==> config.mk <==
export PLATFORM = sky130hd
export DESIGN_NAME = wtwe_dcache
export DESIGN_NICKNAME = d
export VERILOG_FILES = /design/src/rtl/wtwe_pkg.sv /design/src/rtl/wtwe_tags.sv /design/src/rtl/wtwe_mshr.sv /design/src/rtl/wtwe_missq.sv /design/src/rtl/wtwe_dcache.sv
export SDC_FILE = /design/constraint.sdc
export NUM_CORES = 1
export LEC_CHECK = 0
export ABC_CLOCK_PERIOD_IN_PS = 7900
export CAP_MARGIN = 5
export CORE_MARGIN = 2
export CORE_UTILIZATION = 30
export CTS_BUF_LIST = sky130_fd_sc_hd__clkbuf_2
export DETAILED_ROUTE_END_ITERATION = 8
export HOLD_SLACK_MARGIN = 0.1
export SLEW_MARGIN = 20
export SYNTH_ARGS = -nofsm -noshare
export SYNTH_HDL_FRONTEND = slang
export SYNTH_HIERARCHICAL = 1
export SYNTH_SLANG_ARGS = --single-unit
==> constraint.sdc <==
create_clock -name clk -period 7.9 [get_ports clk]
set_input_delay 1.58 -clock clk [delete_from_list [all_inputs] [get_ports clk]]
set_output_delay 1.58 -clock clk [all_outputs]
set_load 0.005 [all_outputs]
==> src/rtl/wtwe_pkg.sv <==
// Shared encodings for the write-through write-evict cache controller.
// Assumes: two-bit codes are visible on the top-level ports as plain vectors.
package wtwe_pkg;

    typedef enum logic [1:0] {
        ST_HIT     = 2'd0,
        ST_HIT_RSV = 2'd1,
        ST_MISS    = 2'd2,
        ST_FAIL    = 2'd3
    } rsp_e;

    typedef enum logic [1:0] {
        CL_READ = 2'd0,
        CL_GWR  = 2'd1,
        CL_LWR  = 2'd2,
        CL_WBK  = 2'd3
    } cls_e;

    typedef enum logic [1:0] {
        LN_INVALID  = 2'd0,
        LN_RESERVED = 2'd1,
        LN_VALID    = 2'd2,
        LN_MODIFIED = 2'd3
    } line_e;

    typedef enum logic [1:0] {
        MQ_RD = 2'd0,
        MQ_WR = 2'd1,
        MQ_WB = 2'd2
    } mqk_e;

    typedef enum logic [2:0] {
        OP_NONE    = 3'd0,
        OP_TOUCH   = 3'd1,
        OP_DIRTY   = 3'd2,
        OP_INVAL   = 3'd3,
        OP_RESERVE = 3'd4
    } tagop_e;

endpackage

==> src/rtl/wtwe_tags.sv <==
// Tag and line-state store with age-based LRU for each set.
// Does: lookup, victim choice (INVALID first, else oldest non-RESERVED way),
// one state update per cycle on the looked-up set, and fill completion.
// Assumes: WAYS >= 2; the update way never equals the fill way.
module wtwe_tags
    import wtwe_pkg::*;
#(
    parameter int SETS  = 4,
    parameter int WAYS  = 2,
    parameter int TAG_W = 10
) (
    input  logic                     clk,
    input  logic                     rst_n,
    input  logic [$clog2(SETS)-1:0]  lk_idx,
    input  logic [TAG_W-1:0]         lk_tag,
    output logic                     lk_hit,
    output logic [$clog2(WAYS)-1:0]  lk_way,
    output line_e                    lk_state,
    output logic                     vic_ok,
    output logic [$clog2(WAYS)-1:0]  vic_way,
    output line_e                    vic_state,
    output logic [TAG_W-1:0]         vic_tag,
    input  tagop_e                   op,
    input  logic [$clog2(WAYS)-1:0]  op_way,
    input  logic                     fill_en,
    input  logic [$clog2(SETS)-1:0]  fill_idx,
    input  logic [TAG_W-1:0]         fill_tag
);
    localparam int IDX_W = $clog2(SETS);
    localparam int WAY_W = $clog2(WAYS);
    localparam int AGE_W = WAY_W;

    line_e            st  [SETS][WAYS];
    logic [TAG_W-1:0] tg  [SETS][WAYS];
    logic [AGE_W-1:0] age [SETS][WAYS];

    logic [WAYS-1:0]  hit_vec;
    logic             fill_hit;
    logic [WAY_W-1:0] fill_way;
    logic [AGE_W-1:0] best_age;
    logic             found_inv;

    // Lookup: find the way that holds the requested tag.
    always_comb begin
        lk_hit   = 1'b0;
        lk_way   = '0;
        hit_vec  = '0;
        for (int w = 0; w < WAYS; w++) begin
            if (st[lk_idx][w] != LN_INVALID && tg[lk_idx][w] == lk_tag) begin
                lk_hit     = 1'b1;
                lk_way     = WAY_W'(w);
                hit_vec[w] = 1'b1;
            end
        end
        lk_state = lk_hit ? st[lk_idx][lk_way] : LN_INVALID;
    end

    // Victim choice: first INVALID way, else the oldest way not RESERVED.
    always_comb begin
        found_inv = 1'b0;
        vic_ok    = 1'b0;
        vic_way   = '0;
        best_age  = '0;
        for (int w = 0; w < WAYS; w++) begin
            if (st[lk_idx][w] == LN_INVALID && !found_inv) begin
                found_inv = 1'b1;
                vic_ok    = 1'b1;
                vic_way   = WAY_W'(w);
            end
        end
        if (!found_inv) begin
            for (int w = 0; w < WAYS; w++) begin
                if (st[lk_idx][w] != LN_RESERVED && (!vic_ok || age[lk_idx][w] >= best_age)) begin
                    vic_ok   = 1'b1;
                    vic_way  = WAY_W'(w);
                    best_age = age[lk_idx][w];
                end
            end
        end
        vic_state = st[lk_idx][vic_way];
        vic_tag   = tg[lk_idx][vic_way];
    end

    // Fill match: the RESERVED way holding the returned tag.
    always_comb begin
        fill_hit = 1'b0;
        fill_way = '0;
        for (int w = 0; w < WAYS; w++) begin
            if (st[fill_idx][w] == LN_RESERVED && tg[fill_idx][w] == fill_tag) begin
                fill_hit = 1'b1;
                fill_way = WAY_W'(w);
            end
        end
    end

    // State, tag and age update for the current request and any fill.
    always_ff @(posedge clk) begin
        if (!rst_n) begin
            for (int s = 0; s < SETS; s++) begin
                for (int w = 0; w < WAYS; w++) begin
                    st[s][w]  <= LN_INVALID;
                    tg[s][w]  <= '0;
                    age[s][w] <= AGE_W'(w);
                end
            end
        end else begin
            if (op == OP_TOUCH || op == OP_DIRTY || op == OP_RESERVE) begin
                for (int w = 0; w < WAYS; w++) begin
                    if (WAY_W'(w) != op_way && age[lk_idx][w] < age[lk_idx][op_way])
                        age[lk_idx][w] <= age[lk_idx][w] + AGE_W'(1);
                end
                age[lk_idx][op_way] <= '0;
            end
            case (op)
                OP_DIRTY:   st[lk_idx][op_way] <= LN_MODIFIED;
                OP_INVAL:   st[lk_idx][op_way] <= LN_INVALID;
                OP_RESERVE: begin
                    st[lk_idx][op_way] <= LN_RESERVED;
                    tg[lk_idx][op_way] <= lk_tag;
                end
                default: ;
            endcase
            if (fill_en && fill_hit)
                st[fill_idx][fill_way] <= LN_VALID;
        end
    end

    // A line address is never present in two ways of one set.
    assert_one_way_R5: assert property (@(posedge clk) disable iff (!rst_n)
        $countones(hit_vec) <= 1);

endmodule

==> src/rtl/wtwe_mshr.sv <==
// Miss-status table: one entry per outstanding line, each with an ordered
// list of waiting requester ids. A fill starts a release of that list, one
// id per cycle; no further fill is taken until the release ends.
// Assumes: the controller only merges into a matching entry with room.
module wtwe_mshr #(
    parameter int ENT    = 2,
    parameter int MERGE  = 3,
    parameter int LINE_W = 12,
    parameter int ID_W   = 4
) (
    input  logic              clk,
    input  logic              rst_n,
    input  logic [LINE_W-1:0] lk_line,
    output logic              lk_match,
    output logic              lk_can_merge,
    output logic              free_ok,
    input  logic              alloc_en,
    input  logic              merge_en,
    input  logic [ID_W-1:0]   req_id,
    input  logic              fill_en,
    input  logic [LINE_W-1:0] fill_line,
    output logic              fill_ready,
    output logic              rel_valid,
    output logic [ID_W-1:0]   rel_id
);
    localparam int E_W   = (ENT > 1) ? $clog2(ENT) : 1;
    localparam int CNT_W = $clog2(MERGE + 1);
    localparam int POS_W = (MERGE > 1) ? $clog2(MERGE) : 1;

    logic              vld  [ENT];
    logic [LINE_W-1:0] line [ENT];
    logic [CNT_W-1:0]  cnt  [ENT];
    logic [ID_W-1:0]   ids  [ENT][MERGE];

    logic              draining;
    logic [E_W-1:0]    drain_ent;
    logic [POS_W-1:0]  pos;
    logic [E_W-1:0]    m_idx, f_idx, fm_idx;
    logic              fm;

    // Entry search for merge, allocation and fill.
    always_comb begin
        lk_match = 1'b0;
        m_idx    = '0;
        free_ok  = 1'b0;
        f_idx    = '0;
        fm       = 1'b0;
        fm_idx   = '0;
        for (int e = 0; e < ENT; e++) begin
            if (vld[e] && line[e] == lk_line && !(draining && E_W'(e) == drain_ent)) begin
                lk_match = 1'b1;
                m_idx    = E_W'(e);
            end
            if (!vld[e] && !free_ok) begin
                free_ok = 1'b1;
                f_idx   = E_W'(e);
            end
            if (vld[e] && line[e] == fill_line && !(draining && E_W'(e) == drain_ent)) begin
                fm     = 1'b1;
                fm_idx = E_W'(e);
            end
        end
        lk_can_merge = lk_match && (int'(cnt[m_idx]) < MERGE);
    end

    assign fill_ready = !draining;
    assign rel_valid  = draining;
    assign rel_id     = ids[drain_ent][pos];

    // Allocation, merging, fill capture and in-order release.
    always_ff @(posedge clk) begin
        if (!rst_n) begin
            for (int e = 0; e < ENT; e++) begin
                vld[e] <= 1'b0;
                cnt[e] <= '0;
            end
            draining  <= 1'b0;
            drain_ent <= '0;
            pos       <= '0;
        end else begin
            if (alloc_en) begin
                vld[f_idx]    <= 1'b1;
                line[f_idx]   <= lk_line;
                cnt[f_idx]    <= CNT_W'(1);
                ids[f_idx][0] <= req_id;
            end
            if (merge_en) begin
                ids[m_idx][cnt[m_idx][POS_W-1:0]] <= req_id;
                cnt[m_idx] <= cnt[m_idx] + CNT_W'(1);
            end
            if (draining) begin
                if (CNT_W'(pos) + CNT_W'(1) >= cnt[drain_ent]) begin
                    draining        <= 1'b0;
                    vld[drain_ent]  <= 1'b0;
                end else begin
                    pos <= pos + POS_W'(1);
                end
            end else if (fill_en && fm) begin
                draining  <= 1'b1;
                drain_ent <= fm_idx;
                pos       <= '0;
            end
        end
    end

    // Fills arrive only while the table can take them.
    assert_fill_ready_R12: assert property (@(posedge clk) disable iff (!rst_n)
        fill_en |-> fill_ready);

    // A merge is only requested into an entry with a free slot.
    assert_merge_room_R11: assert property (@(posedge clk) disable iff (!rst_n)
        merge_en |-> lk_can_merge);

    // A release always comes from a live entry.
    assert_rel_live_R12: assert property (@(posedge clk) disable iff (!rst_n)
        rel_valid |-> vld[drain_ent]);

endmodule

==> src/rtl/wtwe_missq.sv <==
// Outgoing request FIFO with two push slots per cycle (slot 0 enters first)
// and one valid/ready pop port toward memory.
// Assumes: the producer checks count before pushing.
module wtwe_missq #(
    parameter int DEPTH = 4,
    parameter int W     = 20
) (
    input  logic                       clk,
    input  logic                       rst_n,
    input  logic                       push0,
    input  logic [W-1:0]               d0,
    input  logic                       push1,
    input  logic [W-1:0]               d1,
    output logic [$clog2(DEPTH+1)-1:0] count,
    output logic                       out_valid,
    input  logic                       out_ready,
    output logic [W-1:0]               out_data
);
    localparam int PTR_W = (DEPTH > 1) ? $clog2(DEPTH) : 1;
    localparam int CNT_W = $clog2(DEPTH + 1);

    logic [W-1:0]     mem [DEPTH];
    logic [PTR_W-1:0] rd, wr, wr1;
    logic             pop;

    function automatic logic [PTR_W-1:0] nxt(input logic [PTR_W-1:0] p);
        return (int'(p) == DEPTH - 1) ? '0 : p + PTR_W'(1);
    endfunction

    assign pop       = out_valid && out_ready;
    assign out_valid = (count != '0);
    assign out_data  = mem[rd];
    assign wr1       = push0 ? nxt(wr) : wr;

    // Storage write for up to two entries in order.
    always_ff @(posedge clk) begin
        if (push0) mem[wr]  <= d0;
        if (push1) mem[wr1] <= d1;
    end

    // Pointer and occupancy bookkeeping.
    always_ff @(posedge clk) begin
        if (!rst_n) begin
            rd    <= '0;
            wr    <= '0;
            count <= '0;
        end else begin
            wr    <= push1 ? nxt(wr1) : wr1;
            if (pop) rd <= nxt(rd);
            count <= count + CNT_W'(push0) + CNT_W'(push1) - CNT_W'(pop);
        end
    end

    // Pushes never exceed the space left after this cycle's pop.
    assert_no_overflow_R8: assert property (@(posedge clk) disable iff (!rst_n)
        (int'(count) + int'(push0) + int'(push1)) <= (DEPTH + int'(pop)));

    // The head holds still while memory stalls.
    assert_hold_R13: assert property (@(posedge clk) disable iff (!rst_n)
        (out_valid && !out_ready) |=> (out_valid && $stable(out_data)));

endmodule

==> src/rtl/wtwe_dcache.sv <==
// Write-through write-evict cache controller. Decides, per request and in the
// same cycle, the status, the event strobes, the tag update and the miss
// queue pushes. Global write hits evict and forward; local and writeback-class
// write hits mark the line dirty; write misses forward without allocating;
// read misses reserve a way and may push a dirty writeback after the read.
// Assumes: a global write never targets a MODIFIED line.
module wtwe_dcache
    import wtwe_pkg::*;
#(
    parameter int ADDR_W     = 16,
    parameter int OFF_W      = 4,
    parameter int SETS       = 4,
    parameter int WAYS       = 2,
    parameter int MQ_DEPTH   = 4,
    parameter int MSHR_ENT   = 2,
    parameter int MSHR_MERGE = 3,
    parameter int ID_W       = 4
) (
    input  logic                    clk,
    input  logic                    rst_n,
    input  logic                    req_valid,
    input  logic [ADDR_W-1:0]       req_addr,
    input  logic                    req_write,
    input  logic [1:0]              req_class,
    input  logic [ID_W-1:0]         req_id,
    output logic [1:0]              resp_status,
    output logic                    ev_read_sent,
    output logic                    ev_write_sent,
    output logic                    ev_wb_sent,
    output logic                    mq_valid,
    input  logic                    mq_ready,
    output logic [ADDR_W-1:0]       mq_addr,
    output logic [1:0]              mq_kind,
    output logic                    mq_full_line,
    output logic [ID_W-1:0]         mq_id,
    input  logic                    fill_valid,
    input  logic [ADDR_W-OFF_W-1:0] fill_line,
    output logic                    fill_ready,
    output logic                    rel_valid,
    output logic [ID_W-1:0]         rel_id
);
    localparam int IDX_W  = $clog2(SETS);
    localparam int WAY_W  = $clog2(WAYS);
    localparam int LINE_W = ADDR_W - OFF_W;
    localparam int TAG_W  = LINE_W - IDX_W;
    localparam int PAY_W  = 2 + 1 + ID_W + ADDR_W;
    localparam int CNT_W  = $clog2(MQ_DEPTH + 1);

    cls_e              cls;
    logic [IDX_W-1:0]  idx;
    logic [TAG_W-1:0]  tag;
    logic [LINE_W-1:0] line_a;

    logic              lk_hit, vic_ok;
    logic [WAY_W-1:0]  lk_way, vic_way, op_way;
    line_e             lk_state, vic_state;
    logic [TAG_W-1:0]  vic_tag;
    tagop_e            op;

    logic              lk_match, lk_can_merge, free_ok, alloc_en, merge_en;
    logic              push0, push1;
    logic [PAY_W-1:0]  d0, d1, head;
    logic [CNT_W-1:0]  mq_count;
    logic              has1, has2, usable, rsv, fill_go;
    rsp_e              st;

    assign cls     = cls_e'(req_class);
    assign idx     = req_addr[OFF_W +: IDX_W];
    assign tag     = req_addr[ADDR_W-1 -: TAG_W];
    assign line_a  = req_addr[ADDR_W-1:OFF_W];
    assign usable  = lk_hit && (lk_state == LN_VALID || lk_state == LN_MODIFIED);
    assign rsv     = lk_hit && (lk_state == LN_RESERVED);
    assign has1    = int'(mq_count) < MQ_DEPTH;
    assign has2    = (int'(mq_count) + 1) < MQ_DEPTH;
    assign fill_go = fill_valid && fill_ready;

    // Request policy: status, strobes, tag operation and queue pushes.
    always_comb begin
        st            = ST_HIT;
        ev_read_sent  = 1'b0;
        ev_write_sent = 1'b0;
        ev_wb_sent    = 1'b0;
        op            = OP_NONE;
        op_way        = lk_way;
        alloc_en      = 1'b0;
        merge_en      = 1'b0;
        push0         = 1'b0;
        push1         = 1'b0;
        d0            = {MQ_WR, 1'b0, req_id, req_addr};
        d1            = {MQ_WB, 1'b1, {ID_W{1'b0}}, vic_tag, idx, {OFF_W{1'b0}}};
        if (req_valid) begin
            if (req_write) begin
                if (usable && cls != CL_GWR) begin
                    op = OP_DIRTY;
                end else if (!has1) begin
                    st = ST_FAIL;
                end else begin
                    push0         = 1'b1;
                    ev_write_sent = 1'b1;
                    if (usable) op = OP_INVAL;
                    else        st = ST_MISS;
                end
            end else if (usable) begin
                op = OP_TOUCH;
            end else if (rsv) begin
                if (lk_can_merge) begin
                    st       = ST_HIT_RSV;
                    merge_en = 1'b1;
                end else begin
                    st = ST_FAIL;
                end
            end else if (!has2 || !free_ok || !vic_ok) begin
                st = ST_FAIL;
            end else begin
                st           = ST_MISS;
                op           = OP_RESERVE;
                op_way       = vic_way;
                alloc_en     = 1'b1;
                push0        = 1'b1;
                ev_read_sent = 1'b1;
                d0           = {MQ_RD, 1'b1, req_id, line_a, {OFF_W{1'b0}}};
                if (vic_state == LN_MODIFIED) begin
                    push1      = 1'b1;
                    ev_wb_sent = 1'b1;
                end
            end
        end
    end

    assign resp_status = st;
    assign {mq_kind, mq_full_line, mq_id, mq_addr} = head;

    wtwe_tags #(.SETS(SETS), .WAYS(WAYS), .TAG_W(TAG_W)) u_tags (
        .clk(clk), .rst_n(rst_n),
        .lk_idx(idx), .lk_tag(tag),
        .lk_hit(lk_hit), .lk_way(lk_way), .lk_state(lk_state),
        .vic_ok(vic_ok), .vic_way(vic_way), .vic_state(vic_state), .vic_tag(vic_tag),
        .op(op), .op_way(op_way),
        .fill_en(fill_go),
        .fill_idx(fill_line[IDX_W-1:0]),
        .fill_tag(fill_line[LINE_W-1 -: TAG_W])
    );

    wtwe_mshr #(.ENT(MSHR_ENT), .MERGE(MSHR_MERGE), .LINE_W(LINE_W), .ID_W(ID_W)) u_mshr (
        .clk(clk), .rst_n(rst_n),
        .lk_line(line_a), .lk_match(lk_match), .lk_can_merge(lk_can_merge),
        .free_ok(free_ok), .alloc_en(alloc_en), .merge_en(merge_en), .req_id(req_id),
        .fill_en(fill_go), .fill_line(fill_line), .fill_ready(fill_ready),
        .rel_valid(rel_valid), .rel_id(rel_id)
    );

    wtwe_missq #(.DEPTH(MQ_DEPTH), .W(PAY_W)) u_mq (
        .clk(clk), .rst_n(rst_n),
        .push0(push0), .d0(d0), .push1(push1), .d1(d1),
        .count(mq_count),
        .out_valid(mq_valid), .out_ready(mq_ready), .out_data(head)
    );

    // A global write must not meet a dirty line.
    assert_gwr_clean_R2: assert property (@(posedge clk) disable iff (!rst_n)
        (req_valid && req_write && cls == CL_GWR && lk_hit) |-> (lk_state != LN_MODIFIED));

    // Writebacks only accompany a read miss.
    assert_wb_with_read_R6: assert property (@(posedge clk) disable iff (!rst_n)
        ev_wb_sent |-> ev_read_sent);

    // A refused request leaves the queue occupancy to memory's pops alone.
    assert_fail_quiet_R10: assert property (@(posedge clk) disable iff (!rst_n)
        (req_valid && st == ST_FAIL) |=>
        (int'(mq_count) == int'($past(mq_count)) - ($past(mq_valid && mq_ready) ? 1 : 0)));

endmodule

==> impl_results.md, run 1 <==
* # port buffers at 74
* Rel. slew slack at 42.4%
* Residual DRC at 0
* Vias post-DR at 9723
* Worst Max-Slew Pin Slew at 0.864 ns
* Setup crit end kind: primary output
* PostCTS Resize Cnt at 0
* Clk sink count at 264
* Cells after Synth at 1089
* Post-synthesis instance area at 15000 um2
* Global-route wire length before repair at 60.4 mm
* CP required at 6.32 ns
* Final setup vio count at 0
* Critical Path AT at 5.59 ns
* RSZ-0062 raised after global routing: no
* Period utilization at 90.8%
* Most frequent cells in the layout: edfxtp_1 (231), clkbuf_2 (115), and2_1 (89)
* Hold Crit Class: flip-flop to flip-flop
* Max cap viols at 0
* Most common cell after layout, fill and taps aside: edfxtp_1
* Chip height at 228 um
* Mapped Avg Cell Area at 13.8 um2
* Rows at 81
* F_max at 0.139 GHz
* Setup Buffers After CTS at 0
* Die ar. at 51800 um2
* Crit start category: input pin
* Clock period minus worst slack at 7.17 ns
* Fillers at 4791
* Fraction of layout cells with a size suffix above 1 at 25.7%
* DRT iter0 DRCs at 658
* Fin Hold WS at 0.507 ns
* Worst reg2reg path depth at 16
* Horiz. Die Dim at 228 um
* Num CTS Buffers at 75
* Maximum level of the CTS H-tree at 3
* P per Cell Area at 199 nW/um2
* Crit Path Category: input pin to primary output
* Dpl hpwl at 27.6 mm
* Status: complete, no violations
* Vias in the first global route at 9791
* CTS tree: built
* Remaining antenna violation count at 0
* Clock transition at path regs at 0.09 ns
* Maximum root-to-sink buffer count at 3
* Area taken by multi-input logic gates at 7060 um2
* Clock Latency Late Sink at 0.94 ns
* Reg area at 7600 um2
* Root buf cell: clkbuf_2
* Final hold violation count at 0
* DRT Wirelength at 40.7 mm
* Top-Level Pins at 75
* Leakage Power at 6.56 nW
* Setup TNS at 0 ns
* Worst Clk Skew at 0.109 ns
* Initial antenna violation count at 2
* Worst vdd ir at 75.8 uV
* Routed WL per cell at 20.4 um
* Pin count of the biggest net entering global routing at 60
* Yosys warning count at 6
* Layout Nets at 1330
* Total track usage at 16.0%
* Gr ovfl total at 0
* Critical Path Fanout Max at 35
* 1st-pass router iterations at 7
* Vias per inst at 4.87
* Post-CTS Hold Buffers at 0
* Cell count of the worst hold path at 2
* Max Slew Vio Count at 0
* Routability congestion estimate at 0.849
* Initial Util at 30.5%
* Syn-to-layout area delta at 15.7%
* Core area at 49200 um2
[flip-flops by register name, indices dropped and copies added, names as in the netlist, named ones only]
name,cells
u_mq/count,3
u_mq/mem,92
u_mq/rd,2
u_mq/wr,2
u_mshr/cnt,4
u_mshr/drain_ent,1
u_mshr/ids,24
u_mshr/line,24
u_mshr/pos,2
u_mshr/rel_valid,1
u_mshr/vld,2
u_tags/age,8
u_tags/st,16
u_tags/tg,80
[where the power goes]
group	total, mW	leakage [nW]	internal [mW]	switching, mW
Combinational	0.745	3.55	0.378	0.367
Clock	1.04	0.541	0.448	0.596
Sequential	1.66	2.47	1.61	0.0461
[worst paths after layout]
path,from,endpoint,slack (ns)
max reg2reg,u_tags/tg[3][19]$_SDFFCE_PN0P_,u_mq/mem[2][3]$_DFFE_PP_,2.70
max,req_addr[5],ev_read_sent,0.73
min reg2reg,u_mq/rd[1]$_SDFFE_PN0N_,u_mq/rd[1]$_SDFFE_PN0N_,0.51
min,u_mq/rd[1]$_SDFFE_PN0N_,u_mq/rd[1]$_SDFFE_PN0N_,0.51
[worst max-delay path, cell delays in order]
cell and delay (ns):
buf_2 0.65, buf_12 0.30, mux4_2 0.36, xor2_1 0.16, nor4_1 0.45, o211ai_1 0.24
nor3_1 0.23, mux2_2 0.22, o2111ai_1 0.22, nor3b_4 0.25, buf_4 0.32, clkdlybuf4s50_1 0.56
[cell type report]
cell class | instances | area share, %
multi-input combinational | 794 | 40.7
tap | 664 | 4.79
sequential | 264 | 43.8
clock inverter | 19 | 0.714
inverter | 22 | 0.476
clock buffer | 115 | 3.32
antenna | 1 | 0.0144
timing repair buffer | 119 | 6.18
[stage by stage]
| step | setup slack [ns] | area, um2 | cells | power [mW] | util, % |
|---|---|---|---|---|---|
| after global placement | 0.755 | 16600 | 1863 | 2.43 | 33.9 |
| after global routing | 0.457 | 17300 | 1998 | 3.64 | 35.3 |
| after detailed placement | 0.660 | 16600 | 1863 | 2.45 | 33.9 |
| after CTS | 0.716 | 17300 | 1997 | 3.50 | 35.3 |
| after floorplan | 1.60 | 15200 | 1135 | 2.14 | - |
| final | 0.730 | 17300 | 1998 | 3.45 | 35.3 |
[layer usage]
layer  vias up  global-route usage (%)  wire (um)
met4         2                    6.28       1000
met3        67                    3.41       2770
li1       4455                       -          -
met2       335                    26.3      19500
met5         -                       0         10
met1      4864                    20.5      17400
Power figures use the tool's default switching activity.
==> run 2: changes to the inputs <==
Settings changed: CORE_UTILIZATION 30 to 40.
==> impl_results.md, run 2 (synthesized netlist as in run 1, its figures left out) <==
* Residual DRC at 0 (unchanged)
* Gr ovfl total at 0 (unchanged)
* DRT Wirelength at 39.6 mm (-2.7%)
* Flop2flop setup slack at 2.89 ns (+0.19 ns)
* Clock period minus worst slack at 7.18 ns (+0.00774 ns)
* Chip height at 198 um (-13%)
* Most common cell after layout, fill and taps aside: edfxtp_1
* Final setup vio count at 0 (unchanged)
* Most frequent cells in the layout: edfxtp_1 (231), clkbuf_2 (110), and2_1 (89)
* Crit Path Category: input pin to primary output
* Remaining antenna violation count at 0 (unchanged)
* Die ar. at 39100 um2 (-25%)
* Setup TNS at 0 ns (unchanged)
* Crit start category: input pin
* 1st-pass router iterations at 7 (unchanged)
* Root buf cell: clkbuf_2
* Final hold violation count at 0 (unchanged)
* Clock Latency Late Sink at 0.91 ns (-0.03 ns)
* Core area at 36800 um2 (-25%)
* Max cap viols at 0 (unchanged)
* DRT iter0 DRCs at 650 (-1.2%)
* Leakage Power at 6.50 nW (-0.87%)
* Global-route wire length before repair at 59.5 mm (-1.5%)
* Clk sink count at 264 (unchanged)
* Top-Level Pins at 75 (unchanged)
* Cell count of the worst hold path at 2 (unchanged)
* Rel. slew slack at 40.7% (-1.7 points)
* Max Slew Vio Count at 0 (unchanged)
* PostCTS Resize Cnt at 0 (unchanged)
* Setup crit end kind: primary output
* Horiz. Die Dim at 198 um (-13%)
* P per Cell Area at 196 nW/um2 (-1.3%)
* Worst Max-Slew Pin Slew at 0.889 ns (+0.0253 ns)
* Pin count of the biggest net entering global routing at 61 (+1.7%)
* Initial Util at 40.8% (+10 points)
* Post-CTS Hold Buffers at 0 (unchanged)
* Worst reg2reg path depth at 14 (-2)
* Critical Path AT at 5.60 ns (about the same)
* # port buffers at 74 (unchanged)
* Worst vdd ir at 80.6 uV (+6.4%)
* Syn-to-layout area delta at 13.2%
* CTS tree: built
* Vias post-DR at 9575 (-1.5%)
* Maximum level of the CTS H-tree at 3 (unchanged)
* Total track usage at 20.8% (+4.8 points)
* Fraction of layout cells with a size suffix above 1 at 25.6% (-0.089 points)
* Num CTS Buffers at 73 (-2.7%)
* Vias in the first global route at 9804 (+0.13%)
* Hold Crit Class: flip-flop to flip-flop
* Rows at 70 (-14%)
* Critical Path Fanout Max at 27 (-23%)
* RSZ-0062 raised after global routing: no
* Post-layout power at 3.33 mW (-3.3%)
* F_max at 0.139 GHz (-0.11%)
* Period utilization at 90.9% (+0.098 points)
* Fillers at 3420 (-29%)
* Maximum root-to-sink buffer count at 3 (unchanged)
* Layout Nets at 1326 (-0.30%)
* Routability congestion estimate at 0.856 (+0.88%)
* Dpl hpwl at 26.4 mm (-4.2%)
* Clock transition at path regs at 0.11 ns (+0.02 ns)
* Biggest regs: u_mq/mem: 92 flops, u_tags/tg: 80 flops
* Biggest register: u_mq/mem
* Routed WL per cell at 22.1 um (+8.5%)
* Vias per inst at 5.35 (+9.9%)
* Worst Clk Skew at 0.0810 ns (-0.0277 ns)
* Setup Buffers After CTS at 0 (unchanged)
* Initial antenna violation count at 1 (-1)
* Status: complete, no violations
* CP required at 6.32 ns (about the same)
* Placement Cell Area at 16400 um2 (-1.6%)
* Max reg flops at 92 (unchanged)
* Final instance area at 17000 um2 (-2.1%)
-- run 2: per-stage QoR --
| stage | utilization (%) | hold slack [ns] | std cells | worst slack [ns] |
|---|---|---|---|---|
| finish | 46.2 | 0.477 | 1791 | 0.723 |
| global route | 46.2 | 0.515 | 1791 | 0.452 |
| CTS | 46.2 | 0.480 | 1790 | 0.742 |
| detailed placement | 44.5 | 0.483 | 1665 | 0.754 |
| global placement | 44.5 | 0.474 | 1665 | 0.856 |
| floorplan | - | 0.459 | 1135 | 1.60 |
-- run 2: worst paths after layout --
kind	from	to
max	req_addr[5]	resp_status[0]
min	u_mq/rd[0]$_SDFFE_PN0N_	flip-flop
max reg2reg	u_tags/tg[3][19]$_SDFFCE_PN0P_	u_mq/mem[3][22]$_DFFE_PP_
min reg2reg	u_mq/rd[0]$_SDFFE_PN0N_	flip-flop
-- run 2: routing by layer --
layer	wire length [um]	vias up	global-route usage (%)
li1	-	4432	-
met1	17200	4757	27.0
met2	18900	318	33.8
met3	2440	68	4.83
met4	1090	0	7.83
met5	0	-	0
-- run 2: power breakdown --
group          switching (mW)  internal, mW
clock                   0.572         0.367
sequential             0.0700          1.61
combinational           0.336         0.375
-- run 2: cell type report --
class / instances / area [um2] / share of cell area [%]
antenna: 1 / 2.50 / 0.0147
multi-input combinational: 794 / 7060 / 41.6
clock inverter: 15 / 60.1 / 0.354
timing repair buffer: 117 / 1040 / 6.14
tap: 468 / 586 / 3.45
clock buffer: 110 / 551 / 3.24
inverter: 22 / 82.6 / 0.486
sequential: 264 / 7600 / 44.7
-- run 2: critical path, stage by stage --
cell	delay [ns]
buf_2	0.59
buf_4	0.35
mux4_2	0.35
xor2_1	0.16
nor4_1	0.36
o211ai_1	0.20
o21ai_0	0.56
nand2_1	0.11
o2111ai_1	0.36
nand3b_1	0.13
o21ai_0	0.22
clkdlybuf4s50_1	0.60
